<file path="src/rtl/pnp_iso_pkg.sv">
package pnp_iso_pkg;

   typedef enum logic [1:0] {
      ST_WAIT_KEY = 2'd0,
      ST_SLEEP    = 2'd1,
      ST_ISOLATE  = 2'd2,
      ST_CONFIG   = 2'd3
   } card_state_e;

   localparam logic [7:0] ISO_FIRST  = 8'h55;
   localparam logic [7:0] ISO_SECOND = 8'hAA;

   // next byte of the unlock pattern
   function automatic logic [7:0] key_step(input logic [7:0] k);
      return {k[6:0], k[7] ^ k[5] ^ k[4] ^ k[3]};
   endfunction

   // checksum register update for one identity bit
   function automatic logic [7:0] chk_step(input logic [7:0] c, input logic b);
      return {c[0] ^ c[1] ^ b, c[7:1]};
   endfunction

endpackage

</file>
<file path="src/rtl/pnp_key_detect.sv">
module pnp_key_detect
   import pnp_iso_pkg::*;
#(
   parameter int         KEY_LEN  = 32,
   parameter logic [7:0] KEY_SEED = 8'h6A
) (
   input  logic       clk,
   input  logic       rst_n,
   input  logic       arm,
   input  logic       wr_stb,
   input  logic [7:0] wr_data,
   output logic       hit
);
   localparam int CW = $clog2(KEY_LEN);

   if (KEY_LEN < 2) begin : g_bad_len
      $error("pnp_key_detect: KEY_LEN must be at least 2");
   end

   logic [CW-1:0] pos_q;
   logic [7:0]    want_q;
   logic          match;
   logic          at_end;

   assign match  = arm && wr_stb && (wr_data == want_q);
   assign at_end = (pos_q == CW'(KEY_LEN - 1));
   assign hit    = match && at_end;

   always_ff @(posedge clk) begin
      if (!rst_n || !arm) begin
         pos_q  <= '0;
         want_q <= KEY_SEED;
      end else if (wr_stb) begin
         if (match && !at_end) begin
            pos_q  <= pos_q + 1'b1;
            want_q <= key_step(want_q);
         end else begin
            pos_q  <= '0;
            want_q <= KEY_SEED;
         end
      end
   end
endmodule

</file>
<file path="src/rtl/pnp_chk_unit.sv">
module pnp_chk_unit
   import pnp_iso_pkg::*;
#(
   parameter int         ID_BITS   = 64,
   parameter int         CHK_BITS  = 8,
   parameter logic [7:0] CHK_SEED  = 8'h6A,
   parameter bit         CHK_CHECK = 1'b1,
   parameter int         SLOT_W    = $clog2(ID_BITS + CHK_BITS + 1)
) (
   input  logic              clk,
   input  logic              rst_n,
   input  logic              clear,
   input  logic              bit_stb,
   input  logic              bit_val,
   input  logic [SLOT_W-1:0] slot_idx,
   output logic              bad
);
   localparam int CHK_IW = $clog2(CHK_BITS);

   if (CHK_BITS != 8) begin : g_bad_chk
      $error("pnp_chk_unit: the checksum register is 8 bits");
   end

   logic [7:0]        acc_q;
   logic              bad_q;
   logic              in_id;
   logic [CHK_IW-1:0] chk_pos;

   assign in_id   = (slot_idx < SLOT_W'(ID_BITS));
   assign chk_pos = CHK_IW'(slot_idx - SLOT_W'(ID_BITS));

   always_ff @(posedge clk) begin
      if (!rst_n || clear) begin
         acc_q <= CHK_SEED;
         bad_q <= 1'b0;
      end else if (bit_stb) begin
         if (in_id) begin
            acc_q <= chk_step(acc_q, bit_val);
         end else if (bit_val != acc_q[chk_pos]) begin
            bad_q <= 1'b1;
         end
      end
   end

   if (CHK_CHECK) begin : g_check_on
      assign bad = bad_q;
   end else begin : g_check_off
      assign bad = 1'b0;
   end
endmodule

</file>
<file path="src/rtl/pnp_iso_slot.sv">
module pnp_iso_slot
   import pnp_iso_pkg::*;
#(
   parameter int ID_BITS  = 64,
   parameter int CHK_BITS = 8,
   parameter int SLOT_W   = $clog2(ID_BITS + CHK_BITS + 1)
) (
   input  logic              clk,
   input  logic              rst_n,
   input  logic              clear,
   input  logic              active,
   input  logic              lp_load,
   input  logic              lp_bit,
   input  logic              rd_stb,
   input  logic [7:0]        bus_in,
   output logic              need,
   output logic              drive,
   output logic [7:0]        drv_data,
   output logic              lose,
   output logic              bit_stb,
   output logic              bit_val,
   output logic [SLOT_W-1:0] slot_idx,
   output logic              done
);
   localparam int TOTAL = ID_BITS + CHK_BITS;

   logic [SLOT_W-1:0] slot_q;
   logic              second_q;
   logic              have_q;
   logic              bit_q;
   logic              seen_q;
   logic              rd_ok;

   assign done     = (slot_q == SLOT_W'(TOTAL));
   assign need     = active && !done && !have_q;
   assign rd_ok    = rd_stb && have_q && !done;
   assign drive    = rd_ok && bit_q;
   assign drv_data = second_q ? ISO_SECOND : ISO_FIRST;
   assign lose     = rd_ok && second_q && !bit_q && seen_q && (bus_in == ISO_SECOND);
   assign bit_stb  = rd_ok && second_q && !lose;
   assign bit_val  = bit_q;
   assign slot_idx = slot_q;

   always_ff @(posedge clk) begin
      if (!rst_n || clear) begin
         slot_q   <= '0;
         second_q <= 1'b0;
         have_q   <= 1'b0;
         bit_q    <= 1'b0;
         seen_q   <= 1'b0;
      end else begin
         if (lp_load && need) begin
            bit_q  <= lp_bit;
            have_q <= 1'b1;
         end
         if (rd_ok) begin
            if (!second_q) begin
               second_q <= 1'b1;
               seen_q   <= !bit_q && (bus_in == ISO_FIRST);
            end else begin
               second_q <= 1'b0;
               have_q   <= 1'b0;
               seen_q   <= 1'b0;
               slot_q   <= slot_q + 1'b1;
            end
         end
      end
   end
endmodule

</file>
<file path="src/rtl/pnp_iso_ctrl.sv">
module pnp_iso_ctrl
   import pnp_iso_pkg::*;
#(
   parameter int         DATA_W    = 8,
   parameter int         ID_BITS   = 64,
   parameter int         CHK_BITS  = 8,
   parameter int         KEY_LEN   = 32,
   parameter logic [7:0] KEY_SEED  = 8'h6A,
   parameter logic [7:0] CHK_SEED  = 8'h6A,
   parameter bit         CHK_CHECK = 1'b1,
   parameter bit         IRQ_PULSE = 1'b0,
   parameter logic [7:0] REG_ISOL  = 8'h01,
   parameter logic [7:0] REG_CTRL  = 8'h02,
   parameter logic [7:0] REG_WAKE  = 8'h03,
   parameter logic [7:0] REG_CSN   = 8'h06
) (
   input  logic              clk,
   input  logic              rst_n,
   input  logic              host_addr_wr,
   input  logic              host_data_wr,
   input  logic              host_rd,
   input  logic [DATA_W-1:0] host_wdata,
   input  logic [DATA_W-1:0] host_bus_in,
   output logic [DATA_W-1:0] host_rdata,
   output logic              host_rdrive,
   input  logic              lp_addr,
   input  logic              lp_wr,
   input  logic              lp_wbit,
   output logic [DATA_W-1:0] lp_rdata,
   output logic              lp_irq
);
   localparam int SLOT_W = $clog2(ID_BITS + CHK_BITS + 1);

   if (DATA_W != 8) begin : g_bad_dw
      $error("pnp_iso_ctrl: the host bus is 8 bits wide");
   end
   if (ID_BITS < 8 || (ID_BITS % 8) != 0) begin : g_bad_id
      $error("pnp_iso_ctrl: ID_BITS must be a nonzero multiple of 8");
   end
   if (REG_ISOL == REG_CSN || REG_WAKE == REG_CSN || REG_CTRL == REG_WAKE) begin : g_bad_map
      $error("pnp_iso_ctrl: register indices must differ");
   end

   card_state_e       state_q, state_d;
   logic [7:0]        index_q;
   logic [7:0]        csn_q, csn_d;
   logic              won_q, won_d;
   logic              ien_q;
   logic              iso_start;
   logic              key_hit;

   logic              slot_need, slot_drive, slot_lose, slot_done;
   logic              slot_bit_stb, slot_bit_val;
   logic [7:0]        slot_data;
   logic [SLOT_W-1:0] slot_idx;
   logic              chk_bad;
   logic              iso_rd;
   logic              slot_clear;

   // ---------------- unlock pattern ----------------
   pnp_key_detect #(
      .KEY_LEN (KEY_LEN),
      .KEY_SEED(KEY_SEED)
   ) u_key (
      .clk    (clk),
      .rst_n  (rst_n),
      .arm    (state_q == ST_WAIT_KEY),
      .wr_stb (host_addr_wr),
      .wr_data(host_wdata),
      .hit    (key_hit)
   );

   // ---------------- contest slots ----------------
   assign iso_rd     = host_rd && (state_q == ST_ISOLATE) && (index_q == REG_ISOL);
   assign slot_clear = (state_q != ST_ISOLATE) || iso_start;

   pnp_iso_slot #(
      .ID_BITS (ID_BITS),
      .CHK_BITS(CHK_BITS),
      .SLOT_W  (SLOT_W)
   ) u_slot (
      .clk     (clk),
      .rst_n   (rst_n),
      .clear   (slot_clear),
      .active  (state_q == ST_ISOLATE),
      .lp_load (lp_wr && !lp_addr),
      .lp_bit  (lp_wbit),
      .rd_stb  (iso_rd),
      .bus_in  (host_bus_in),
      .need    (slot_need),
      .drive   (slot_drive),
      .drv_data(slot_data),
      .lose    (slot_lose),
      .bit_stb (slot_bit_stb),
      .bit_val (slot_bit_val),
      .slot_idx(slot_idx),
      .done    (slot_done)
   );

   pnp_chk_unit #(
      .ID_BITS  (ID_BITS),
      .CHK_BITS (CHK_BITS),
      .CHK_SEED (CHK_SEED),
      .CHK_CHECK(CHK_CHECK),
      .SLOT_W   (SLOT_W)
   ) u_chk (
      .clk     (clk),
      .rst_n   (rst_n),
      .clear   (slot_clear),
      .bit_stb (slot_bit_stb),
      .bit_val (slot_bit_val),
      .slot_idx(slot_idx),
      .bad     (chk_bad)
   );

   // ---------------- card state ----------------
   always_comb begin
      state_d   = state_q;
      csn_d     = csn_q;
      won_d     = won_q;
      iso_start = 1'b0;
      if (state_q == ST_WAIT_KEY) begin
         if (key_hit) state_d = ST_SLEEP;
      end else begin
         if (host_data_wr) begin
            if (index_q == REG_CTRL && host_wdata[1]) begin
               state_d = ST_WAIT_KEY;
            end else if (index_q == REG_WAKE) begin
               if (host_wdata == csn_q) begin
                  if (csn_q == '0) begin
                     state_d   = ST_ISOLATE;
                     iso_start = 1'b1;
                  end else begin
                     state_d = ST_CONFIG;
                  end
               end else begin
                  state_d = ST_SLEEP;
               end
            end else if (index_q == REG_CSN && state_q == ST_ISOLATE && won_q &&
                         host_wdata != '0) begin
               csn_d   = host_wdata;
               state_d = ST_CONFIG;
            end
         end
         if (state_q == ST_ISOLATE && (slot_lose || (slot_done && chk_bad))) begin
            state_d = ST_SLEEP;
         end
      end
      if (state_q == ST_ISOLATE && slot_done && !chk_bad) won_d = 1'b1;
      if (state_d != ST_ISOLATE || iso_start) won_d = 1'b0;
   end

   always_ff @(posedge clk) begin
      if (!rst_n) begin
         state_q <= ST_WAIT_KEY;
         csn_q   <= '0;
         won_q   <= 1'b0;
         index_q <= '0;
         ien_q   <= 1'b0;
      end else begin
         state_q <= state_d;
         csn_q   <= csn_d;
         won_q   <= won_d;
         if (state_q == ST_WAIT_KEY) begin
            index_q <= '0;
         end else if (host_addr_wr) begin
            index_q <= host_wdata;
         end
         if (lp_wr && lp_addr) ien_q <= lp_wbit;
      end
   end

   // ---------------- host read path ----------------
   always_comb begin
      host_rdrive = 1'b0;
      host_rdata  = '0;
      if (slot_drive) begin
         host_rdrive = 1'b1;
         host_rdata  = slot_data;
      end else if (host_rd && state_q == ST_CONFIG && index_q == REG_CSN) begin
         host_rdrive = 1'b1;
         host_rdata  = csn_q;
      end
   end

   // ---------------- local processor port ----------------
   always_comb begin
      if (!lp_addr) lp_rdata = {4'b0000, state_q, won_q, slot_need};
      else          lp_rdata = csn_q;
   end

   if (IRQ_PULSE) begin : g_irq_pulse
      logic need_d;
      always_ff @(posedge clk) begin
         if (!rst_n) need_d <= 1'b0;
         else        need_d <= slot_need;
      end
      assign lp_irq = ien_q && slot_need && !need_d;
   end else begin : g_irq_level
      assign lp_irq = ien_q && slot_need;
   end
endmodule

</file>
<file path="config.mk">
export PLATFORM = sky130hd
export DESIGN_NAME = pnp_iso_ctrl
export DESIGN_NICKNAME = d
export VERILOG_FILES = /design/src/rtl/pnp_iso_pkg.sv /design/src/rtl/pnp_key_detect.sv /design/src/rtl/pnp_chk_unit.sv /design/src/rtl/pnp_iso_slot.sv /design/src/rtl/pnp_iso_ctrl.sv
export SDC_FILE = /design/constraint.sdc
export NUM_CORES = 1
export LEC_CHECK = 0
export ABC_AREA = 1
export ABC_CLOCK_PERIOD_IN_PS = 3200
export BUFFER_PORTS_ARGS = -buffer_cell sky130_fd_sc_hd__buf_2
export CAP_MARGIN = 40
export CORE_MARGIN = 2
export CORE_UTILIZATION = 25
export CTS_CLUSTER_DIAMETER = 60
export DETAILED_ROUTE_END_ITERATION = 10
export GPL_ROUTABILITY_DRIVEN = 0
export PLACE_DENSITY = 0.42
export SETUP_SLACK_MARGIN = 0.2
export SYNTH_ARGS = -nofsm -noshare
export SYNTH_HDL_FRONTEND = slang
export SYNTH_SLANG_ARGS = --single-unit
</file>
<file path="constraint.sdc">
create_clock -name clk -period 3.2 [get_ports clk]
set_input_delay 0.32 -clock clk [delete_from_list [all_inputs] [get_ports clk]]
set_output_delay 0.32 -clock clk [all_outputs]
set_load 0.02 [all_outputs]
</file>
==> reports/summary.txt, run 1 <==
Design area: 3714 sq um
Outcome: completed
# diodes: 0
Worst slew pin tran: 0.6500 ns
CP top delay family: simple AND/OR/NAND/NOR gates
Cell with the most instances after synthesis: nand2_1
Worst-Skew Late Latency: 0.30 ns
Synth Area in Simple Gates: 39.53%
Largest area contributor in the netlist: dfxtp_1
Clock sinks: 53
Num CTS Buffers: 5
Routed met2 length: 3507 um
Fin. Hold Viols: 0
Synth async-reset ratio: 0%
CTS Buffer Depth: 2
DP Area: 3522 sq um
Worst Skew: 0.009169 ns
Power density over cell area: 375.3 nW/um^2
Most frequent cells after synthesis: 139 x nand2_1, 57 x inv_1, 56 x nor2_1, 53 x dfxtp_1, 30 x o21ai_0
Worst R2R Setup Slack: 1.21 ns
Critical Path Stages: 10
Synthesized area: 3149 sq um
Final period utilization: 83.99%
Final setup fails: 0
Routed wire per std cell: 12.74 um
Post-Synthesis Cells: 486
Antenna viol nets, final: 0
Post-layout util: 30.54%
Die Y: 116.2 um
Seq/Total Area, Yosys: 33.69%
Relative slew slack: 56.51%
Distinct cell type count after synthesis: 34
CP max stage cell: dfxtp_1
Overflow left after global routing: 0
Slew Viols, Final: 0
Fmax: 0.3721 GHz
Fill count: 1359
Syn Area/Cell: 6.480 sq um
Metal1 wirelength: 4757 um
FP Rows: 40
Leakage: 1.709 nW
Setup crit start: u_slot.slot_idx[1]$_SDFFE_PP0N_
Buf/Inv on CP: 3
Vias in the first global route: 2773
Critical Path Fanout Max: 7
WP data required: 2.88 ns
CTS tree: yes
XOR/XNOR Fraction of Synth Area: 2.781%
Critical path, cell by cell: inv_1 > ha_1 > nand2_1 > inv_1 > nand3_1 > nand2_1 > nor4b_4 > nand3_2 > o21ai_0 > buf_2
Worst setup EP type: output port
Initial antenna violation count: 0
WS Path Type: reg2out
Adder-Cell Fraction of Synth Area: 1.589%
Global-route usage over all layers: 13.61%
Residual DRC count: 0
Synth area leaders: dfxtp_1 34%, nand2_1 17%, inv_1 6.8%
Worst setup SP type: register
Die area: 13510 sq um
DPL Wire Length: 6958 um
RR Startpoint: u_slot.slot_idx[1]$_SDFFE_PP0N_
Proportion of synthesized area in mux cells: 0%
Layout cell share with drive strength beyond 1: 18.03%
Max Cap Viol: 0
HP Start: lp_wbit
Worst Setup EP: host_rdata[0]
Synthesized flop and latch total: 53
Critical R2R Capture: u_chk.acc_q[4]$_SDFFE_PP0P_
Hold crit path type: in2reg
Die width: 116.2 um
Area growth syn-to-layout: 17.92%
Via density: 4.376
Starting Density: 25.90%
Syn. warnings: 0
Synth top area share: 33.69%
Clock transition at path regs: 0.07 ns
Worst vdd ir: 0.1747 mV
Setup TNS Final: 0 ns
CORE AREA: 12160 sq um
Post-layout nets: 554
Root buf cell: clkbuf_16
I/O pins: 42
First-pass GRT wire length: 14270 um
Quantity of hold-fixing buffers added after cts: 0
Peak per-stage delay on the critical path: 0.45 ns
Reg2Reg Depth: 12
Post-synthesis compound-gate area fraction: 12.48%
Min Tclk post-route: 2.688 ns
Metal3 WL: 477 um
Router iterations before antenna repair: 4
DRT iter0 DRCs: 170
DR top layer: met4
Prevailing post-synth register cell: dfxtp_1
I/O Buffers: 41
RSZ-0062 raised after global routing: no
# H-tree levels: 2
Routed wire length: 8854 um
Syn Nets: 514
Worst hold margin: 0.2899 ns
Largest net degree at the start of global routing: 24
EDFF count, synth: 0
Vias: 3041
WP data arrival: 2.37 ns
Main combinational cell family by area after synthesis: simple AND/OR/NAND/NOR gates
==> placed cells by master, fill, tap and decap left out, drive strengths merged <==
| cell type | count |
|---|---|
| nand4 | 9 |
| nand2 | 145 |
| bufinv | 1 |
| o21ai | 34 |
| xor2 | 4 |
| a41oi | 1 |
| inv | 70 |
| clkbuf | 7 |
| nor3b | 9 |
| or2 | 4 |
| ha | 4 |
| nor3 | 9 |
| o211ai | 6 |
| dfxtp | 53 |
| buf | 42 |
| nor4b | 1 |
| nand3 | 27 |
| a21oi | 30 |
| nand3b | 2 |
| xnor2 | 6 |
| nor2 | 63 |
==> routing by layer <==
metal | up-vias | track usage, %
li1 | 1619 | -
met1 | 1348 | 20.24
met2 | 66 | 20.00
met3 | 8 | 2.335
met4 | 0 | 4.048
met5 | - | 0
==> timing repair <==
item / 4_1_cts / 5_1_grt
hold endpoints to repair: 0 / 0
setup buffers: 0 / 0
setup endpoints to repair: 4 / 8
pin swaps: 0 / 0
resized for setup: 0 / 4
==> where the power goes <==
part,switching [W],internal [W],total [W]
sequential,0.00000374,0.000663,0.000667
clock,0.000247,0.000392,0.000638
combinational,0.0000573,0.0000314,0.0000887
==> worst register-to-register path, cell delays in order, from the launching register on <==
cell	delay, ns
dfxtp_1	0.45
inv_1	0.10
ha_1	0.19
nand2_1	0.06
inv_1	0.05
nand3_1	0.13
nand2_1	0.11
nor2_4	0.15
nand2_4	0.12
nor2_4	0.15
nand2_4	0.15
nor2_1	0.16
nor3b_2	0.06
==> registers in the layout (all words and copies together), names as in the netlist, 2 cells and up <==
| name | cells |
|---|---|
| index_q | 8 |
| u_key.pos_q | 5 |
| u_chk.acc_q | 8 |
| u_key.want_q | 8 |
| csn_q | 8 |
| state_q | 2 |
| u_slot.slot_idx | 7 |
==> cell type report <==
class	count	area (sq um)	area share [%]
Multi-Input combinational cell	354	1794	48.32
Sequential cell	53	1061	28.57
Inverter	70	262.8	7.075
Timing Repair Buffer	42	212.7	5.728
Tap cell	168	210.2	5.660
Clock buffer	7	142.6	3.841
Clock inverter	1	30.03	0.8086
==> stage by stage <==
stage,total power (W),instances,worst slack [ns]
after CTS,0.001414,695,0.1871
after detailed placement,0.0007713,687,0.5189
final,0.001394,695,0.5124
after floorplan,0.0007331,486,1.065
after global placement,0.0007713,686,0.6615
after global routing,0.001451,695,0.2833
==> worst min-delay path by stage <==
stage	endpoint	slack, ns	depth (start not counted)
after floorplan	ien_q$_SDFFE_PN0P_	0.43	2
after global placement	u_key.pos_q[4]$_SDFFE_PP0P_	0.46	2
after detailed placement	ien_q$_SDFFE_PN0P_	0.46	2
after CTS	u_slot.bit_val$_SDFFE_PP0P_	0.28	3
after global routing	ien_q$_SDFFE_PN0P_	0.30	3
final	u_slot.bit_val$_SDFFE_PP0P_	0.29	3
==> kinds of logic after synthesis <==
family                     count (synthesis)
xor gates and xnor gates                  10
buffers and inverters                     79
and+or+nand+nor                          269
adders and majority gates                  4
AOI/OAI and AO/OA                         71
DFF                                       53
(Power assumes the default switching activity.)
==> run 2: changes to the inputs <==
ABC_CLOCK_PERIOD_IN_PS = 2400   (was 3200)
PLACE_DENSITY = 0.43   (was 0.42)
clock period = 2.4 ns   (was 3.2 ns; I/O delays follow)
==> reports/summary.txt, run 2 (same netlist as run 1, synthesis figures left out) <==
Root buf cell: clkbuf_16
Initial antenna violation count: 0 (unchanged)
Sequential share of power: 50.5% (+2.7 points)
Worst hold margin: 0.2054 ns (-0.08445 ns)
WP data required: 2.16 ns (-0.72 ns)
Layout cell share with drive strength beyond 1: 24.54% (+6.5 points)
Place WS: 0.2025 ns (-0.3165 ns)
Fill count: 1357 (-0.15%)
Fin cells: 714 (+2.7%)
Area growth syn-to-layout: 26.22%
Worst R2R Setup Slack: 0.31 ns (-0.90 ns)
HP Start: lp_wbit
Num CTS Buffers: 5 (unchanged)
I/O pins: 42 (unchanged)
Worst Hold End: ien_q$_SDFFE_PN0P_
Final WS setup: 0.2518 ns (-0.2606 ns)
Logic pwr share: 6.8% (+0.4 points)
Setup TNS Final: 0 ns (unchanged)
Fin. Hold Viols: 0 (unchanged)
WP data arrival: 1.91 ns (-0.46 ns)
Relative slew slack: 56.49% (about the same)
Pint: 0.001337 W (+23%)
Hold depth: 3 (unchanged)
Vias in the first global route: 2999 (+8.2%)
Most frequent cells in the layout: 135 x nand2_1, 55 x inv_1, 53 x nor2_1
RR Startpoint: u_slot.slot_idx[0]$_SDFFE_PP0N_
Power density over cell area: 442.6 nW/um^2 (+18%)
Overflow left after global routing: 0 (unchanged)
Fmax: 0.4655 GHz
Clk network pwr share: 42.7% (-3.1 points)
Residual DRC count: 0 (unchanged)
Commonest non-fill, non-tap cell in the layout: nand2_1
Reg2Reg Depth: 18 (+6)
Placed insts: 693 (+0.87%)
# diodes: 0 (unchanged)
Antenna viol nets, final: 0 (unchanged)
Final period utilization: 89.51%
CTS tree: yes
Critical R2R Capture: u_chk.bad$_SDFFE_PP0P_
Die Y: 116.2 um (unchanged)
Starting Density: 25.90% (unchanged)
Min Tclk post-route: 2.148 ns
Routed wire per std cell: 13.10 um (+2.8%)
Worst slew pin tran: 0.6502 ns (+0.0002573 ns)
Vias: 3160 (+3.9%)
Post-layout nets: 574 (+3.6%)
DRT iter0 DRCs: 154 (-9.4%)
Worst setup EP type: output port
Die width: 116.2 um (unchanged)
Worst-Skew Late Latency: 0.31 ns (about the same)
Storage element area: 1064 sq um (+0.24%)
FP Rows: 40 (unchanged)
Hold crit path type: in2reg
Final setup fails: 0 (unchanged)
Routed wire length: 9354 um (+5.6%)
Max Cap Viol: 0 (unchanged)
WS Path Type: reg2out
Router iterations before antenna repair: 5 (+1)
Outcome: completed
RSZ-0062 raised after global routing: yes
Slew Viols, Final: 0 (unchanged)
I/O Buffers: 41 (unchanged)
Sw Share: 23.99% (+1.9 points)
First-pass GRT wire length: 15170 um (+6.3%)
Die area: 13510 sq um (unchanged)
Via density: 4.426 (+1.1%)
CORE AREA: 12160 sq um (unchanged)
Global-route usage over all layers: 14.63% (+1.0 points)
Worst Skew: 0.005043 ns (-0.004126 ns)
Critical Path Fanout Max: 4 (-3)
Quantity of hold-fixing buffers added after cts: 0 (unchanged)
Worst vdd ir: 0.2362 mV (+35%)
# H-tree levels: 2 (unchanged)
Clock sinks: 53 (unchanged)
Worst setup SP type: register
CTS Buffer Depth: 2 (unchanged)
Clock transition at path regs: 0.07 ns (about the same)
DPL Wire Length: 7042 um (+1.2%)
Leakage: 1.810 nW (+5.9%)
Footprint of the multi-input gates: 1876 sq um (+4.5%)
Design area: 3975 sq um (+7.0%)
Switching power: 0.0004220 W (+37%)
DP Area: 3567 sq um (+1.3%)
Largest net degree at the start of global routing: 24 (unchanged)
==> run 2: changes by cell type in the layout (fill, tap and decap cells not counted), moves of 3 or more <==
cell	change
buf_4	+17
buf_6	+8
o21ai_0	-7
buf_2	-6
o21ai_2	+5
nand2_1	-4
nand2_2	+3
nor2_1	-3
nor2_2	+3
==> run 2: how the worst max path moves through the flow <==
stage                                               start       endpoint  slack [ns]  depth (start not counted)
after floorplan           u_slot.slot_idx[0]$_SDFFE_PP0N_  host_rdata[3]        0.35                          9
after global placement    u_slot.slot_idx[0]$_SDFFE_PP0N_  host_rdata[1]        0.27                         10
after detailed placement  u_slot.slot_idx[0]$_SDFFE_PP0N_  host_rdata[1]        0.20                         10
after CTS                 u_slot.slot_idx[0]$_SDFFE_PP0N_  host_rdata[1]        0.17                         10
after global routing      u_slot.slot_idx[0]$_SDFFE_PP0N_  host_rdata[5]        0.14                         11
final                     u_slot.slot_idx[0]$_SDFFE_PP0N_  host_rdata[5]        0.25                         11
==> run 2: what timing repair did <==
item | 4_1_cts | 5_1_grt
pin swaps | 5 | 9
resized for setup | 24 | 29
setup buffers | 10 | 4
endpoints found under the setup margin | 9 | 10
==> run 2: power groups by stage <==
stage	Clock, W	Sequential (W)	Combinational, W
2_1_floorplan	0	0.000908	0.0000693
3_3_place_gp	0	0.000909	0.000119
3_5_place_dp	0	0.000909	0.000119
4_1_cts	0.000774	0.000889	0.000120
5_1_grt	0.000806	0.000889	0.000135
6_report	0.000751	0.000889	0.000120
==> run 2: area by class of cell <==
cell class                 count  share of cell area (%)
inverter                      70                   6.736
clock buffer                   7                   3.588
multi-input combinational    354                   47.18
tap                          168                   5.288
timing repair buffer          62                   10.45
sequential                    53                   26.75
==> run 2: metal layers <==
metal | share of wire [%] | global-route usage [%] | up-vias
met3 | 4.1 | 3.633 | 11
met5 | 0 | 0 | -
met2 | 42 | 21.71 | 56
met4 | 1.5 | 4.921 | 0
met1 | 52 | 20.69 | 1436
li1 | - | - | 1657
==> run 2: critical path: stages, from the launching register on <==
cell and delay, ns:
dfxtp_2 0.35, inv_4 0.04, ha_4 0.14, nand2_2 0.06, inv_2 0.05, nand3_4 0.08, nand2_4 0.06, nor4b_4 0.28
buf_4 0.18, nand3_4 0.12, o21ai_2 0.11, buf_6 0.13
==> run 2: per-stage QoR <==
step | total power [W] | utilization [%]
finish | 0.001759 | 32.69
global route | 0.001830 | 32.69
CTS | 0.001783 | 31.69
detailed placement | 0.001029 | 29.33
global placement | 0.001028 | 29.33
floorplan | 0.0009775 | -
